$ cat config.mk
export PLATFORM = sky130hd
export DESIGN_NAME = trap_entry_seq
export DESIGN_NICKNAME = d
export VERILOG_FILES = /design/src/rtl/trap_seq_pkg.sv /design/src/rtl/trap_vec_addr.sv /design/src/rtl/trap_frame.sv /design/src/rtl/trap_entry_seq.sv
export SDC_FILE = /design/constraint.sdc
export NUM_CORES = 1
export LEC_CHECK = 0
export ABC_AREA = 1
export BUFFER_PORTS_ARGS = -buffer_cell sky130_fd_sc_hd__buf_2
export CORE_MARGIN = 1.5
export CORE_UTILIZATION = 42
export CTS_CLUSTER_DIAMETER = 200
export CTS_CLUSTER_SIZE = 16
export DETAILED_ROUTE_END_ITERATION = 8
export PLACE_DENSITY = 0.69
export SYNTH_ARGS = -nofsm -noshare
export SYNTH_HDL_FRONTEND = slang
export SYNTH_SLANG_ARGS = --single-unit
$ cat constraint.sdc
create_clock -name clk -period 4 [get_ports clk]
set_input_delay 0.8 -clock clk [delete_from_list [all_inputs] [get_ports clk]]
set_output_delay 0.8 -clock clk [all_outputs]
set_load 0.02 [all_outputs]
$ cat src/rtl/trap_seq_pkg.sv
package trap_seq_pkg;

    typedef enum logic [2:0] {
        ST_IDLE,
        ST_PUSH_PS,
        ST_PUSH_PC,
        ST_FETCH_VEC,
        ST_DONE
    } trap_state_e;

endpackage

$ cat src/rtl/trap_vec_addr.sv
// Vector slot address: slots grow downward from the top of the table window.
module trap_vec_addr #(
    parameter int AW         = 32,
    parameter int NUM_W      = 8,
    parameter int TBL_BYTES  = 1024,
    parameter int WORD_BYTES = 4
) (
    input  logic [AW-1:0]    base,
    input  logic [NUM_W-1:0] num,
    output logic [AW-1:0]    slot_addr
);
    localparam logic [AW-1:0] TOP  = AW'(TBL_BYTES);
    localparam logic [AW-1:0] STEP = AW'(WORD_BYTES);

    logic [AW-1:0] slot_idx;

    always_comb begin
        slot_idx  = AW'(num) + AW'(1);
        slot_addr = base + TOP - (slot_idx * STEP);
    end
endmodule

$ cat src/rtl/trap_frame.sv
// Captures the trap context at acceptance and the handler word at fetch.
module trap_frame #(
    parameter int AW         = 32,
    parameter int DW         = 32,
    parameter int NUM_W      = 8,
    parameter int TBL_BYTES  = 1024,
    parameter int WORD_BYTES = 4,
    parameter int PC_STEP    = 2,
    parameter int EMU_VEC    = 9
) (
    input  logic             clk,
    input  logic             rst_n,
    input  logic             capture,
    input  logic             emu_sel,
    input  logic [NUM_W-1:0] num_in,
    input  logic [AW-1:0]    pc_in,
    input  logic [DW-1:0]    status_in,
    input  logic [AW-1:0]    sp_in,
    input  logic [AW-1:0]    base_in,
    input  logic             vec_load,
    input  logic [DW-1:0]    vec_data,
    output logic [DW-1:0]    status_q,
    output logic [AW-1:0]    ret_pc_q,
    output logic [AW-1:0]    sp_minus1,
    output logic [AW-1:0]    sp_minus2,
    output logic [AW-1:0]    vec_addr,
    output logic             emu_q,
    output logic [DW-1:0]    handler_q
);
    localparam logic [AW-1:0] WSTEP = AW'(WORD_BYTES);

    logic [AW-1:0]    sp_q;
    logic [AW-1:0]    base_q;
    logic [NUM_W-1:0] num_q;

    always_ff @(posedge clk or negedge rst_n) begin
        if (!rst_n) begin
            status_q <= '0;
            ret_pc_q <= '0;
            sp_q     <= '0;
            base_q   <= '0;
            num_q    <= '0;
            emu_q    <= 1'b0;
        end else if (capture) begin
            status_q <= status_in;
            ret_pc_q <= pc_in + AW'(PC_STEP);
            sp_q     <= sp_in;
            base_q   <= base_in;
            num_q    <= emu_sel ? NUM_W'(EMU_VEC) : num_in;
            emu_q    <= emu_sel;
        end
    end

    always_ff @(posedge clk or negedge rst_n) begin
        if (!rst_n)        handler_q <= '0;
        else if (vec_load) handler_q <= vec_data;
    end

    assign sp_minus1 = sp_q - WSTEP;
    assign sp_minus2 = sp_q - (WSTEP + WSTEP);

    trap_vec_addr #(
        .AW(AW), .NUM_W(NUM_W), .TBL_BYTES(TBL_BYTES), .WORD_BYTES(WORD_BYTES)
    ) u_vec (
        .base      (base_q),
        .num       (num_q),
        .slot_addr (vec_addr)
    );
endmodule

$ cat src/rtl/trap_entry_seq.sv
module trap_entry_seq
    import trap_seq_pkg::*;
#(
    parameter int AW         = 32,
    parameter int DW         = 32,
    parameter int NUM_W      = 8,
    parameter int LVL_W      = 5,
    parameter int TBL_BYTES  = 1024,
    parameter int WORD_BYTES = 4,
    parameter int PC_STEP    = 2,
    parameter int EMU_VEC    = 9,
    parameter int EMU_LEVEL  = 4
) (
    input  logic             clk,
    input  logic             rst_n,
    input  logic             trap_req,
    input  logic             emu_req,
    input  logic [NUM_W-1:0] trap_num,
    input  logic [AW-1:0]    cur_pc,
    input  logic [DW-1:0]    cur_status,
    input  logic [AW-1:0]    sys_sp,
    input  logic [AW-1:0]    tbl_base,
    output logic             mem_wr,
    output logic             mem_rd,
    output logic [AW-1:0]    mem_addr,
    output logic [DW-1:0]    mem_wdata,
    input  logic [DW-1:0]    mem_rdata,
    input  logic             mem_ready,
    output logic             busy,
    output logic             done,
    output logic [AW-1:0]    new_pc,
    output logic             sp_we,
    output logic [AW-1:0]    sp_new,
    output logic             stack_sel_clr,
    output logic             ie_clr,
    output logic             level_we,
    output logic [LVL_W-1:0] level_val
);
    trap_state_e state_q, state_d;

    logic          accept;
    logic [DW-1:0] f_status;
    logic [AW-1:0] f_ret_pc;
    logic [AW-1:0] f_sp_m1;
    logic [AW-1:0] f_sp_m2;
    logic [AW-1:0] f_vec_addr;
    logic          f_emu;
    logic [DW-1:0] f_handler;

    assign accept = (state_q == ST_IDLE) && (trap_req || emu_req);

    trap_frame #(
        .AW(AW), .DW(DW), .NUM_W(NUM_W), .TBL_BYTES(TBL_BYTES),
        .WORD_BYTES(WORD_BYTES), .PC_STEP(PC_STEP), .EMU_VEC(EMU_VEC)
    ) u_frame (
        .clk       (clk),
        .rst_n     (rst_n),
        .capture   (accept),
        .emu_sel   (emu_req),
        .num_in    (trap_num),
        .pc_in     (cur_pc),
        .status_in (cur_status),
        .sp_in     (sys_sp),
        .base_in   (tbl_base),
        .vec_load  ((state_q == ST_FETCH_VEC) && mem_ready),
        .vec_data  (mem_rdata),
        .status_q  (f_status),
        .ret_pc_q  (f_ret_pc),
        .sp_minus1 (f_sp_m1),
        .sp_minus2 (f_sp_m2),
        .vec_addr  (f_vec_addr),
        .emu_q     (f_emu),
        .handler_q (f_handler)
    );

    always_ff @(posedge clk or negedge rst_n) begin
        if (!rst_n) state_q <= ST_IDLE;
        else        state_q <= state_d;
    end

    always_comb begin
        state_d = state_q;
        unique case (state_q)
            ST_IDLE:      if (accept)    state_d = ST_PUSH_PS;
            ST_PUSH_PS:   if (mem_ready) state_d = ST_PUSH_PC;
            ST_PUSH_PC:   if (mem_ready) state_d = ST_FETCH_VEC;
            ST_FETCH_VEC: if (mem_ready) state_d = ST_DONE;
            ST_DONE:                     state_d = ST_IDLE;
            default:                     state_d = ST_IDLE;
        endcase
    end

    always_comb begin
        mem_wr        = 1'b0;
        mem_rd        = 1'b0;
        mem_addr      = '0;
        mem_wdata     = '0;
        busy          = 1'b1;
        done          = 1'b0;
        new_pc        = '0;
        sp_we         = 1'b0;
        sp_new        = '0;
        stack_sel_clr = 1'b0;
        ie_clr        = 1'b0;
        level_we      = 1'b0;
        level_val     = '0;
        unique case (state_q)
            ST_IDLE: busy = 1'b0;
            ST_PUSH_PS: begin
                mem_wr    = 1'b1;
                mem_addr  = f_sp_m1;
                mem_wdata = f_status;
            end
            ST_PUSH_PC: begin
                mem_wr    = 1'b1;
                mem_addr  = f_sp_m2;
                mem_wdata = f_ret_pc;
            end
            ST_FETCH_VEC: begin
                mem_rd   = 1'b1;
                mem_addr = f_vec_addr;
            end
            ST_DONE: begin
                done          = 1'b1;
                new_pc        = f_handler;
                sp_we         = 1'b1;
                sp_new        = f_sp_m2;
                stack_sel_clr = 1'b1;
                ie_clr        = !f_emu;
                level_we      = f_emu;
                level_val     = f_emu ? LVL_W'(EMU_LEVEL) : '0;
            end
            default: busy = 1'b0;
        endcase
    end


    rw_excl_chk: assert property (@(posedge clk) disable iff (!rst_n)
        !(mem_wr && mem_rd));


    stall_hold_chk: assert property (@(posedge clk) disable iff (!rst_n)
        ((mem_wr || mem_rd) && !mem_ready) |=>
        ($stable(mem_addr) && $stable(mem_wdata) && $stable(mem_wr) && $stable(mem_rd)));


    done_pulse_chk: assert property (@(posedge clk) disable iff (!rst_n)
        done |=> !done);


    fetch_before_done_chk: assert property (@(posedge clk) disable iff (!rst_n)
        done |-> $past(mem_rd && mem_ready));


    busy_hold_chk: assert property (@(posedge clk) disable iff (!rst_n)
        (busy && !done) |=> busy);


    pulse_only_done_chk: assert property (@(posedge clk) disable iff (!rst_n)
        (sp_we || stack_sel_clr || ie_clr || level_we) |-> done);
endmodule

==> flow_summary.toml, run 1 <==
[sta]
period_needed_ps = 4090
worstMarginPinSlew_ps = 1130
max_freq_mhz = 245
final_max_slew_viol_count = 0
worst_slack_ps = -86.1
finalHoldViolCount = 0
rsz0062_at_grt = "true"
holdWs_ps = 287
maxSlewHeadroom = 0.242
finalSetupViolations = 14
fin_crit_sh = 1.02
skew_ps = 9.28
fin_setup_tns_ps = -563

[cells_and_area]
final_common_cell = "nand2_1"
mostFrequentLayoutCells = "624 x nand2_1, 285 x buf_2, 274 x inv_1"
nNetsFinal = 2408
stdcell_area_um2 = 15600
nFillCells = 2943
final_util = 0.542
layout-drive-gt1-share = 0.229
area_growth_pct = 27.1

[min_path]
worstHoldPathType = "in2async"

[worst_setup_path]
cp-end-kind = "output pin"
crit_type = "reg2out"
cp.arrival_ps = 3290
cp-start-kind = "flip-flop"
r2r-start = "state_q[1]$_DFFE_PN0P_"
cp-startpoint = "u_frame.num_q[1]$_DFFE_PN0P_"
max_stage_delay_ps = 360
r2r_cells = 6
crit_path_frequent_cell = "nand2_1"
cp.required_ps = 3200
crit_path_cell_trace = "inv_1 > nor3_4 > nand3_2 > nor3_2 > xor2_1 > ha_1 > ha_4 > nand2_4 > inv_2 > nand2_1 > nand2_1 > a21oi_2 > nand2_4 > buf_6 > nand2_2 > nand2_1 > nand2_1 > nand3_1 > nand2_1 > buf_6"
r2r_slack_ps = 1290
endpoint = "mem_addr[30]"
slowest_stage = "dfrtp_1"
r2r_end = "u_frame.handler_q[4]$_DFFE_PN0P_"
path_max_fanout = 5

[global_routing]
grt_pass1_vias = 13000
grt_pass1_wl_um = 65500
grtUsageTotal = 0.275
overflow = 0
antenna_found_initial = 5
grt_max_degree = 193

[placement]
port_buffers = 309
postPlaceCellArea_um2 = 14200
globalplace.congestion = 0.923
hpwl_um = 31300

[yosys]
synth_top_area_cell = "dfrtp_1"
syn_inst = 1896
yosysWarnings = 0
ys_ff_latch = 172
synth_cell_types = 35
netlist_area_um2 = 12300
ys_seq_area_frac = 0.351
synth_top_area_frac = 0.351
synth_area_leaders = "dfrtp_1 35%, nand2_1 20%, inv_1 8.6%, o21ai_0 5.9%, nor2_1 5.9%"
avgSynthCellArea_um2 = 6.46

[detailed_routing]
wl_per_cell_um = 16.0
vias = 13200
first_iter_violations = 923
via_per_inst = 5.08
drc = 0
final_antenna_net_count = 0
routed_wirelength_um = 41300
drtPass1Iterations = 5

[clock_tree]
hold_buffers = 0
cts_tree = "built"
numCtsBuffers = 17
clock-sinks = 172
clkLatencyLatePin_ps = 450
cts-htree-levels = 4
clockRootBuffer = "clkbuf_16"
clk_path_buf_depth = 2
cts.clk_slew.worst_paths_ps = 70

[power]
leakagePower_nw = 8.55
pwr-share-clk = 0.122
seq_power_share = 0.212
ir_drop_v = 0.000591
p_comb_frac = 0.666
p_per_area_nw_per_um2 = 964
switching_share = 0.530
p_sw_mw = 7.95
p_int_mw = 7.06

[die]
die-area_um2 = 30200
start_util = 0.427
die_w_um = 174
fp-row-count = 62
ios = 314
die_h_um = 174
core_um2 = 28700

[run]
maxCapViolCount = 0

[outcome]
status = "complete, but fails checks"
violations = "negative setup slack"
==> registers in the layout, indices dropped and copies added (netlist names) <==
| signal | cells |
|---|---|
| state_q | 3 |
| u_frame.base_q | 32 |
| u_frame.emu_q | 1 |
| u_frame.handler_q | 32 |
| u_frame.num_q | 8 |
| u_frame.ret_pc_q | 32 |
| u_frame.sp_q | 32 |
| u_frame.status_q | 32 |
==> timing repair <==
| item | in CTS | in global routing |
|---|---|---|
| setup endpoints to repair | 25 | 26 |
| gates resized for setup | 105 | 78 |
| endpoints found under the hold margin | 0 | 0 |
| buffers inserted | 5 | 6 |
| pin swaps | 39 | 47 |
==> worst min-delay path by stage <==
stage                                             endpoint  slack (ps)  cells past startpoint
after detailed placement  u_frame.status_q[31]$_DFFE_PN0P_         460                      2
after floorplan              u_frame.base_q[0]$_DFFE_PN0P_         440                      2
final                       u_frame.base_q[19]$_DFFE_PN0P_         290                      1
after CTS                   u_frame.base_q[21]$_DFFE_PN0P_         290                      1
after global placement    u_frame.status_q[31]$_DFFE_PN0P_         450                      2
after global routing        u_frame.base_q[19]$_DFFE_PN0P_         320                      1
==> per-layer routing <==
metal  GRT usage  vias up  routed length [µm]
met4       0.110        6                1370
met5           0        -                  46
met3      0.0583       92                2530
met1       0.327     6156               16900
li1            -     6482                   -
met2       0.482      429               20500
==> critical path, delay by kind of cell (launching register included) <==
family,cells,cell delay [ps]
XOR/XNOR,1,190
adder cells (fa/ha/maj),2,590
buffers and inverters,4,370
AND/OR/NAND/NOR,12,1140
flip-flops,1,360
AO/OA/AOI/OAI,1,170
==> area by class of cell <==
| class | instances | area (µm²) | area share |
|---|---|---|---|
| multi-input combinational | 1377 | 7120 | 0.457 |
| sequential | 172 | 4300 | 0.277 |
| timing repair buffer | 337 | 1940 | 0.125 |
| inverter | 286 | 1070 | 0.0690 |
| tap | 384 | 480 | 0.0309 |
| clock buffer | 18 | 439 | 0.0282 |
| clock inverter | 14 | 201 | 0.0129 |
| antenna | 2 | 5.00 | 0.000322 |
==> power by group through the flow <==
stage / Clock (mW) / Combinational (mW) / Sequential, mW
global route: 1.92 / 11.1 / 3.28
global placement: 0 / 8.53 / 3.17
floorplan: 0 / 6.11 / 3.01
detailed placement: 0 / 8.63 / 3.20
finish: 1.83 / 10.0 / 3.19
CTS: 1.86 / 9.38 / 3.18
==> cell families (layout without fill, tap and decap cells) <==
family / count (synthesis) / in the layout / share of synthesized area
compound gates: 229 / 229 / 0.106
xor+xnor: 51 / 51 / 0.0365
fa+ha+maj: 44 / 44 / 0.0449
buf+inv: 350 / 655 / 0.114
flops: 172 / 172 / 0.351
other cells: 1 / 6 / 0.000306
simple gates: 1049 / 1049 / 0.347
==> synthesized netlist by cell type <==
master / n
a21boi_0: 1
a21o_1: 1
a21oi_1: 31
a21oi_2: 1
a22o_1: 24
a32o_1: 2
and2_1: 3
buf_2: 29
buf_4: 12
clkbuf_1: 23
conb_1: 1
dfrtp_1: 172
ha_1: 44
inv_1: 282
inv_2: 4
nand2_1: 667
nand2_2: 2
nand3_1: 127
nand3b_1: 6
nand4_1: 14
nor2_1: 192
nor2_2: 10
nor2_4: 1
nor3_1: 20
nor3_4: 1
o211ai_1: 8
o21ai_0: 144
o21ai_1: 8
o21bai_1: 3
o221ai_1: 3
o22ai_1: 1
o31ai_1: 2
or2_2: 6
xnor2_1: 14
xor2_1: 37
==> metrics by stage <==
step                setup slack [ps]  power, mW  instances
finish                         -86.1       15.0       2590
global route                    -289       16.3       2590
CTS                            -83.2       14.4       2584
detailed placement              44.3       11.8       2548
global placement                 125       11.7       2548
floorplan                        501       9.12       1899
No activity file was read; power rests on OpenSTA's default activity.
==> inputs of run 2 (changes only) <==
Settings changed: CORE_UTILIZATION 42 to 55, PLACE_DENSITY 0.69 to 0.85.
==> flow_summary.toml, run 2 (synthesis results as in run 1) <==
[global_routing]
grtUsageTotal = 0.345
use_met3 = 0.0677
overflow = 0
met1_usage = 0.398
use_met2 = 0.605
grt_pass1_vias = 13000
antenna_found_initial = 2
grt_max_degree = 193
grt_pass1_wl_um = 64100
gr-max-usage-layer = "met2"

[cells_and_area]
stdcell_area_um2 = 15300
layout-drive-gt1-share = 0.221
area_growth_pct = 24.6
final_cells = 2479
final_common_cell = "nand2_1"
nNetsFinal = 2401
mostFrequentLayoutCells = "632 x nand2_1, 290 x buf_2, 273 x inv_1"

[sta]
worst_slack_ps = -143
rsz0062_at_grt = "true"
finalHoldViolCount = 0
skew_ps = 16.2
finalSetupViolations = 17
final_max_slew_viol_count = 0
maxSlewHeadroom = 0.234
worstMarginPinSlew_ps = 1150
period_needed_ps = 4140
fin_crit_sh = 1.04
max_freq_mhz = 241

[worst_setup_path]
cp.required_ps = 3200
cp-start-kind = "flip-flop"
crit_type = "reg2out"
cp-end-kind = "output pin"
cp.arrival_ps = 3340
path_max_fanout = 4

[die]
core_um2 = 21800
die-area_um2 = 23200
fp-row-count = 54
start_util = 0.561
die_h_um = 152
die_w_um = 152
ios = 314

[clock_tree]
numCtsBuffers = 17
hold_buffers = 0
clock-sinks = 172
clkLatencyLatePin_ps = 450
clk_path_buf_depth = 2
clockRootBuffer = "clkbuf_16"
cts-htree-levels = 4
cts.clk_slew.worst_paths_ps = 80
cts_tree = "built"

[placement]
postPlaceCellArea_um2 = 14000
hpwl_um = 30000
port_buffers = 309
post-place-ws_ps = 79.9
globalplace.congestion = 0.962
dp.cells = 2435

[detailed_routing]
via_per_inst = 5.34
drc = 0
final_antenna_net_count = 0
routed_wirelength_um = 40200
vias = 13200
first_iter_violations = 1066
drtPass1Iterations = 5
wl_per_cell_um = 16.2

[outcome]
status = "complete, but fails checks"
violations = "negative setup slack"

[power]
leakagePower_nw = 8.45
p_per_area_nw_per_um2 = 964
ir_drop_v = 0.000569

[min_path]
worstHoldPathType = "in2async"

[run]
maxCapViolCount = 0
## run 2: repair_timing
item / 4_1_cts / 5_1_grt
setup endpoints to repair: 25 / 26
pin swaps: 26 / 35
setup buffers: 7 / 4
gates resized for setup: 70 / 80
## run 2: area by class of cell
cell class / instances / area [µm²]
Sequential cell: 172 / 4310
Antenna cell: 2 / 5.00
Fill cell: 1911 / 6560
Clock inverter: 15 / 220
Timing Repair Buffer: 330 / 1820
Tap cell: 280 / 350
Inverter: 286 / 1070
Multi-Input combinational cell: 1377 / 7060
Clock buffer: 17 / 425
## run 2: routing by layer
layer,vias up,part of all wire
met1,6067,0.38
met4,0,0.048
li1,6473,-
met2,580,0.49
met3,122,0.073
met5,-,0
## run 2: where the power goes
group / switching, mW / leakage [nW] / internal [mW]
Combinational: 6.42 / 6.02 / 3.28
Clock: 0.930 / 0.309 / 0.881
Sequential: 0.611 / 2.12 / 2.60
## run 2: through the flow
stage                     utilization  power, mW  setup TNS (ps)  hold WS, ps
final                           0.699       14.7            -781          365
after global routing            0.699       15.9           -5050          417
after CTS                       0.685       14.0            -375          413
after detailed placement        0.641       11.6               0          459
after global placement          0.641       11.5               0          454
after floorplan                     -       9.12               0          442
## run 2: critical path, cell delays in order, from the launching register on
cell and delay (ps):
dfrtp_1 420, inv_2 80, nor3_4 210, nand3_2 150, nor3_4 160, xor2_1 160, ha_1 290, ha_4 290
nand2_4 110, inv_2 40, nand2_2 70, nand2_2 70, inv_1 100, nand3_4 100, a21oi_1 230, o21ai_2 120
o211ai_1 130, buf_4 180
## run 2: worst paths after layout
path | startpoint | to | slack [ps] | cells after the start
worst min register to register | u_frame.status_q[16]$_DFFE_PN0P_ | u_frame.status_q[16]$_DFFE_PN0P_ | 480 | 2
worst min-delay path | rst_n | u_frame.base_q[23]$_DFFE_PN0P_ | 370 | 1
worst max-delay path | u_frame.num_q[1]$_DFFE_PN0P_ | mem_addr[10] | -140 | 17
worst max register to register | state_q[1]$_DFFE_PN0P_ | u_frame.handler_q[1]$_DFFE_PN0P_ | 1360 | 7
max in group asynchronous | rst_n | u_frame.ret_pc_q[16]$_DFFE_PN0P_ | 2760 | 2
min in group clk | u_frame.status_q[16]$_DFFE_PN0P_ | u_frame.status_q[16]$_DFFE_PN0P_ | 480 | 2
